### src/rtl/sprite_lb_pkg.sv
package sprite_lb_pkg;

    localparam int COORD_W   = 9;
    localparam int DEFN_W    = 9;
    localparam int HCODE_W   = 4;
    localparam int PIX_W     = 8;
    localparam int SPR_W     = 16;
    localparam int COL_W     = $clog2(SPR_W);
    localparam int ROWB_W    = DEFN_W + COL_W;
    localparam int DADDR_W   = ROWB_W + COL_W;
    localparam int SPAN_W    = HCODE_W + COL_W + 1;
    localparam int MAX_BLKS  = (1 << HCODE_W) - 1;

    // Descriptor word layout, high bit first
    typedef struct packed {
        logic               mirror;
        logic [HCODE_W-1:0] hcode;
        logic [DEFN_W-1:0]  blk;
        logic [COORD_W-1:0] y;
        logic [COORD_W-1:0] x;
    } spr_desc_t;

    localparam int DESC_W = $bits(spr_desc_t);

    // Work order handed from the walker to the row fetcher
    typedef struct packed {
        logic [ROWB_W-1:0]  row_base;
        logic [COORD_W-1:0] x;
        logic               mirror;
    } fetch_job_t;

    typedef enum logic [1:0] {
        WALK_IDLE,
        WALK_READ,
        WALK_TEST,
        WALK_DRAW
    } walk_state_e;

    // Number of lines covered by a height code; code 0 gives the tallest sprite
    function automatic logic [SPAN_W-1:0] span_lines(input logic [HCODE_W-1:0] hc);
        logic [HCODE_W-1:0] blocks;
        blocks = (hc == '0) ? HCODE_W'(MAX_BLKS) : hc;
        return {1'b0, blocks, {COL_W{1'b0}}};
    endfunction

    function automatic logic [COORD_W-1:0] row_of(input spr_desc_t d,
                                                  input logic [COORD_W-1:0] line);
        return line - d.y;
    endfunction

    function automatic logic covers_line(input spr_desc_t d,
                                         input logic [COORD_W-1:0] line);
        return SPAN_W'(row_of(d, line)) < span_lines(d.hcode);
    endfunction

    // Block number advanced by the row's block offset, then row-in-block
    function automatic logic [ROWB_W-1:0] row_base_of(input spr_desc_t d,
                                                      input logic [COORD_W-1:0] line);
        logic [COORD_W-1:0] row;
        logic [DEFN_W-1:0]  blk;
        row = row_of(d, line);
        blk = d.blk + DEFN_W'(row[2*COL_W-1:COL_W]);
        return {blk, row[COL_W-1:0]};
    endfunction

endpackage

### src/rtl/sprite_desc_walk.sv
module sprite_desc_walk
    import sprite_lb_pkg::*;
#(
    parameter int NUM_DESC     = 127,
    parameter int MAX_PER_LINE = 55,
    localparam int IDX_W       = $clog2(NUM_DESC),
    localparam int CNT_W       = $clog2(MAX_PER_LINE + 1)
) (
    input  logic               clk,
    input  logic               rst,
    input  logic               line_start,
    input  logic [COORD_W-1:0] line_num,
    output logic [IDX_W-1:0]   desc_addr,
    input  logic [DESC_W-1:0]  desc_rdata,
    output logic               job_valid,
    output fetch_job_t         job,
    input  logic               job_done,
    output logic               busy
);

    walk_state_e        state;
    logic [IDX_W-1:0]   idx;
    logic [CNT_W-1:0]   drawn;
    logic [COORD_W-1:0] line_q;
    spr_desc_t          desc;
    logic               budget_left;
    logic               take;
    logic               advance;
    logic               last_idx;

    always_comb begin
        desc        = spr_desc_t'(desc_rdata);
        budget_left = drawn < CNT_W'(MAX_PER_LINE);
        take        = (state == WALK_TEST) && covers_line(desc, line_q) && budget_left;
        advance     = ((state == WALK_TEST) && !take) ||
                      ((state == WALK_DRAW) && job_done);
        last_idx    = idx == IDX_W'(NUM_DESC - 1);
        job_valid   = take;
        job.row_base = row_base_of(desc, line_q);
        job.x        = desc.x;
        job.mirror   = desc.mirror;
        desc_addr   = idx;
        busy        = state != WALK_IDLE;
    end

    always_ff @(posedge clk) begin
        if (rst) begin
            state  <= WALK_IDLE;
            idx    <= '0;
            drawn  <= '0;
            line_q <= '0;
        end else if (line_start) begin
            state  <= WALK_READ;
            idx    <= '0;
            drawn  <= '0;
            line_q <= line_num;
        end else begin
            if (state == WALK_READ) begin
                state <= WALK_TEST;
            end
            if (take) begin
                state <= WALK_DRAW;
                drawn <= drawn + 1'b1;
            end
            if (advance) begin
                if (last_idx) begin
                    state <= WALK_IDLE;
                end else begin
                    state <= WALK_READ;
                    idx   <= idx + 1'b1;
                end
            end
        end
    end

    AST_BUDGET_CAP: assert property (@(posedge clk) disable iff (rst)
        drawn <= CNT_W'(MAX_PER_LINE));
    AST_FULL_NO_JOB: assert property (@(posedge clk) disable iff (rst)
        (drawn == CNT_W'(MAX_PER_LINE)) |-> !job_valid);
    AST_IDX_BOUND: assert property (@(posedge clk) disable iff (rst)
        idx <= IDX_W'(NUM_DESC - 1));
    AST_DRAW_HOLDS: assert property (@(posedge clk) disable iff (rst)
        (state == WALK_DRAW && !job_done && !line_start) |=> (state == WALK_DRAW && $stable(idx)));

endmodule

### src/rtl/sprite_row_fetch.sv
module sprite_row_fetch
    import sprite_lb_pkg::*;
(
    input  logic               clk,
    input  logic               rst,
    input  logic               abort,
    input  logic               job_valid,
    input  fetch_job_t         job,
    output logic [DADDR_W-1:0] def_addr,
    input  logic [PIX_W-1:0]   def_rdata,
    output logic               lb_we,
    output logic [COORD_W-1:0] lb_addr,
    output logic [PIX_W-1:0]   lb_wdata,
    output logic               done
);

    fetch_job_t       job_q;
    logic             active;
    logic [COL_W-1:0] col;
    logic             rvalid;
    logic [COL_W-1:0] rcol;
    logic [COL_W-1:0] pos;

    always_ff @(posedge clk) begin
        if (rst || abort) begin
            active <= 1'b0;
            col    <= '0;
            rvalid <= 1'b0;
            rcol   <= '0;
            job_q  <= '0;
        end else begin
            rvalid <= active;
            rcol   <= col;
            if (job_valid) begin
                active <= 1'b1;
                col    <= '0;
                job_q  <= job;
            end else if (active) begin
                col <= col + 1'b1;
                if (col == '1) begin
                    active <= 1'b0;
                end
            end
        end
    end

    // Mirrored rows land at X + 15 - c, which is the bitwise complement of c
    always_comb begin
        def_addr = {job_q.row_base, col};
        pos      = job_q.mirror ? ~rcol : rcol;
        lb_addr  = job_q.x + COORD_W'(pos);
        lb_wdata = def_rdata;
        lb_we    = rvalid && (def_rdata != '0);
        done     = rvalid && (rcol == '1);
    end

    AST_JOB_WHEN_IDLE: assert property (@(posedge clk) disable iff (rst)
        job_valid |-> (!active && !rvalid));
    AST_DONE_AFTER_RUN: assert property (@(posedge clk) disable iff (rst)
        done |-> ($past(active) && !active));
    AST_ADDR_STEP: assert property (@(posedge clk) disable iff (rst)
        (active && $past(active) && !$past(job_valid) && !$past(abort)) |-> (def_addr == $past(def_addr) + 1'b1));

endmodule

### src/rtl/sprite_line_renderer.sv
module sprite_line_renderer
    import sprite_lb_pkg::*;
#(
    parameter int NUM_DESC     = 127,
    parameter int MAX_PER_LINE = 55,
    localparam int IDX_W       = $clog2(NUM_DESC)
) (
    input  logic               clk,
    input  logic               rst,
    input  logic               line_start,
    input  logic [COORD_W-1:0] line_num,
    output logic [IDX_W-1:0]   desc_addr,
    input  logic [DESC_W-1:0]  desc_rdata,
    output logic [DADDR_W-1:0] def_addr,
    input  logic [PIX_W-1:0]   def_rdata,
    output logic               lb_we,
    output logic [COORD_W-1:0] lb_addr,
    output logic [PIX_W-1:0]   lb_wdata,
    output logic               busy
);

    logic       job_valid;
    fetch_job_t job;
    logic       job_done;

    sprite_desc_walk #(
        .NUM_DESC     (NUM_DESC),
        .MAX_PER_LINE (MAX_PER_LINE)
    ) u_walk (
        .clk        (clk),
        .rst        (rst),
        .line_start (line_start),
        .line_num   (line_num),
        .desc_addr  (desc_addr),
        .desc_rdata (desc_rdata),
        .job_valid  (job_valid),
        .job        (job),
        .job_done   (job_done),
        .busy       (busy)
    );

    sprite_row_fetch u_fetch (
        .clk       (clk),
        .rst       (rst),
        .abort     (line_start),
        .job_valid (job_valid),
        .job       (job),
        .def_addr  (def_addr),
        .def_rdata (def_rdata),
        .lb_we     (lb_we),
        .lb_addr   (lb_addr),
        .lb_wdata  (lb_wdata),
        .done      (job_done)
    );

    AST_START_WALK: assert property (@(posedge clk) disable iff (rst)
        line_start |=> (busy && desc_addr == '0));
    AST_IDLE_QUIET: assert property (@(posedge clk) disable iff (rst)
        !busy |-> !lb_we);

endmodule

### config.mk
export PLATFORM = sky130hd
export DESIGN_NAME = sprite_line_renderer
export DESIGN_NICKNAME = d
export VERILOG_FILES = /design/src/rtl/sprite_lb_pkg.sv /design/src/rtl/sprite_desc_walk.sv /design/src/rtl/sprite_row_fetch.sv /design/src/rtl/sprite_line_renderer.sv
export SDC_FILE = /design/constraint.sdc
export NUM_CORES = 1
export LEC_CHECK = 0
export ABC_AREA = 1
export BUFFER_PORTS_ARGS = -buffer_cell sky130_fd_sc_hd__buf_4
export CORE_UTILIZATION = 47
export DETAILED_ROUTE_END_ITERATION = 6
export PLACE_DENSITY = 0.76
export SKIP_CTS_REPAIR_TIMING = 1
export SYNTH_ARGS = -nofsm -noshare
export SYNTH_HDL_FRONTEND = slang
export SYNTH_SLANG_ARGS = --single-unit
export TNS_END_PERCENT = 100
### constraint.sdc
create_clock -name clk -period 2.63 [get_ports clk]
set_clock_uncertainty 0.1 [all_clocks]
set_input_delay 0.1315 -clock clk [delete_from_list [all_inputs] [get_ports clk]]
set_output_delay 0.1315 -clock clk [all_outputs]
set_load 0.005 [all_outputs]
==> results.txt <==
cell area after synthesis = 3340 um^2
Crit Path Category = reg -> reg
Setup TNS = -10630 ps
Seq/Total Area, Yosys = 0.341
Die Ht = 86.3 um
worst vdd ir = 0.284 mV
max-slew violation count = 0
Crit path largest cell delay = 340 ps
violated checks = negative hold slack, negative setup slack
cells on worst reg2reg path = 23
area taken by multi-input logic gates = 2190 um^2
Die Span X = 86.3 um
Yosys reg bits = 57
Pleak = 2.45 nW
WP data arrival = 3090 ps
vias after detailed routing = 3325
Max H-tree Level = 3
Unique masters post-synth = 34
Crit. End Element = register
Setup-failing EPs final = 42
CTS sink cnt = 57
max-cap violations = 0
Post-Synthesis Cells = 435
top cell type's share of synthesized area = 0.341
min cycle time layout = 2960 ps
slowest library cell on the worst path = fa_2
Net Count, Synth = 513
Worst-Margin Slew = 642 ps
WHS Endpoint = u_walk.line_q[0]
ANT cells = 0
CP cell instances = inv_2 -> ha_4 -> fa_2 -> inv_2 -> nand2_1 -> nand2_2 -> nand4_1 -> nand3_2 -> xor2_2 -> ha_1 -> nand2_2 -> inv_2 -> nand2_1 -> nand2_1 -> nand2_2 -> nand2_4 -> buf_12 -> nand2_8 -> nand2_8 -> nand2_8 -> nand3_2 -> nand2_1 -> inv_1
TritonCTS clock tree = done
Top delay family on crit path = simple AND/OR/NAND/NOR gates
CP most frequent cell = nand2_1
Area Overhead vs Synth = 53.0%
Hold Fails Final Rpt = 1
final hold slack = -25.2 ps
Post-DP HPWL = 5800 um
Hold Crit Class = in -> reg
first-pass GRT wire length = 12500 um
Ports = 95
share of the cycle needed by the critical path after routing = 1.13
most frequent cells in the layout = buf_4 (121), dfxtp_1 (54), inv_1 (45)
antenna violations before repair = 0
drt wl/cell = 13.5 um
largest net degree at the start of global routing = 26
Crit Path Max Fanout = 7
routed wire length = 9020 um
Starting Density = 0.489
CTS root buf = clkbuf_8
Max clock buf depth = 2
net count reported at finish = 644
total global-route track usage = 0.212
fraction of layout cells with a size suffix above 1 = 0.423
number of port buffers = 94
CP startpoint kind = register
syn_area_per_cell = 7.69 um^2
Achievable Freq = 0.338 GHz
row cnt = 30
TritonRoute pass-1 iters = 4
R2R Path Start = u_walk.line_q[0]
register area = 1140 um^2
hold path startpoint = line_num[0]
post-route setup slack = -333 ps
Reg-to-Reg End = u_walk.state[0]
Post-Place Cells = 617
Worst R2R Setup Slack = -330 ps
die area = 7450 um^2
total gr overflow = 0
non-filler cells in the finished layout = 666
Num CTS Buffers = 9
First DRT Iteration DRCs = 155
RSZ-0062 raised after global routing = yes
Pwr Density = 473 nW/um^2
gpl congestion = 0.840
total power = 0.00242 W
Setup crit start = u_walk.line_q[0]
vias in the first global route = 2919
Synth area leaders = dfxtp_1 (34%), ha_1 (8.6%), nand2_1 (7.5%)
Clock Pin Slew Worst Setup and Hold Paths = 60 ps
worst skew pair latency = 340 ps
core area = 6830 um^2
Worst Hold Depth = 3
Antenna Nets Post-Route = 0
relative slew slack = 0.571
residual DRC count = 0
CP Buf/Inv Count = 5
commonest non-fill, non-tap cell in the layout = buf_4
Place WS = -313 ps
Yosys warning count = 0
Worst EP required = 2760 ps
Fillers = 470
Yosys top cell by area = dfxtp_1
outcome = complete, but fails checks
Via density = 4.99
-- flip-flops by register name, summed over array words and instances, names as in the netlist --
| signal | count |
|---|---|
| u_walk.line_q | 9 |
| u_fetch.rvalid | 1 |
| u_walk.state | 2 |
| u_fetch.active | 1 |
| u_fetch.job_q | 10 |
| u_fetch.def_addr | 13 |
| u_fetch.col | 4 |
| u_walk.desc_addr | 7 |
| u_walk.drawn | 6 |
| u_fetch.rcol | 4 |
-- final cells by class --
cell class	count	area share
sequential	57	0.224
clock inverter	2	0.0117
inverter	50	0.0374
tap	96	0.0235
multi-input combinational	298	0.428
timing repair buffer	150	0.243
clock buffer	13	0.0330
-- layer usage --
metal / track usage / wire length [um] / vias to the layer above
met1: 0.254 / 3670 / 1561
met4: 0.0955 / 209 / 0
met3: 0.0371 / 296 / 21
li1: - / - / 1661
met5: 0 / 0 / -
met2: 0.372 / 4850 / 82
-- cells by family after synthesis --
family | share of synthesized area
compound gates | 0.0962
xor+xnor | 0.0812
fa+ha+maj | 0.104
buf+inv | 0.119
flops | 0.341
simple gates | 0.258
-- Yosys cell counts --
master / count
o21bai_1: 1
nand3b_1: 2
nor3b_1: 1
a21o_1: 1
buf_6: 1
and3_1: 1
nor2_2: 2
nand3_2: 1
nor2_1: 36
clkbuf_1: 5
a21oi_1: 18
buf_1: 1
xor2_1: 22
inv_1: 50
buf_4: 21
ha_1: 23
buf_2: 4
and2_1: 1
xnor2_1: 9
a21oi_2: 6
nand2_2: 7
nand3_1: 47
nor3_1: 6
a31oi_1: 1
dfxtp_1: 57
o21ai_1: 9
nand4_1: 4
nor2_4: 1
nor4_1: 2
nand2_8: 3
o21ai_0: 21
fa_1: 3
a211oi_1: 1
nand2_1: 67
-- per-stage QoR --
step | instance area, um^2 | util
after CTS | 4400 | 0.644
after floorplan | 3370 | -
final | 5110 | 0.749
after global placement | 4170 | 0.610
after global routing | 5110 | 0.749
after detailed placement | 4170 | 0.610
-- worst register-to-register path, stage by stage, from the launching register on --
cell and delay [ps]:
dfxtp_2 320, inv_2 40, ha_4 150, fa_2 340
inv_2 60, nand2_1 60, nand2_2 70, nand4_1 120
nand3_2 110, xor2_2 180, ha_1 290, nand2_2 80
inv_2 30, nand2_1 60, nand2_1 60, nand2_2 80
nand2_4 90, buf_12 150, nand2_8 70, nand2_8 70
nand2_8 140, nand3_2 70, nand2_1 60, inv_1 40
-- how the worst max path moves through the flow --
stage                 endpoint  slack [ps]  cells after the start
2_1_floorplan  u_walk.state[0]         -50                     21
3_3_place_gp   u_walk.state[0]        -170                     20
3_5_place_dp   u_walk.state[0]        -310                     22
4_1_cts         u_fetch.col[1]        -410                     17
5_1_grt        u_walk.state[0]        -480                     23
6_report       u_walk.state[0]        -330                     23
-- where the power goes --
part           switching [W]  internal [W]  leakage, nW
sequential         0.0000108      0.000878        0.463
clock               0.000342      0.000607        0.116
combinational       0.000281      0.000299         1.87
total               0.000633       0.00178         2.45
(Power assumes the default switching activity.)
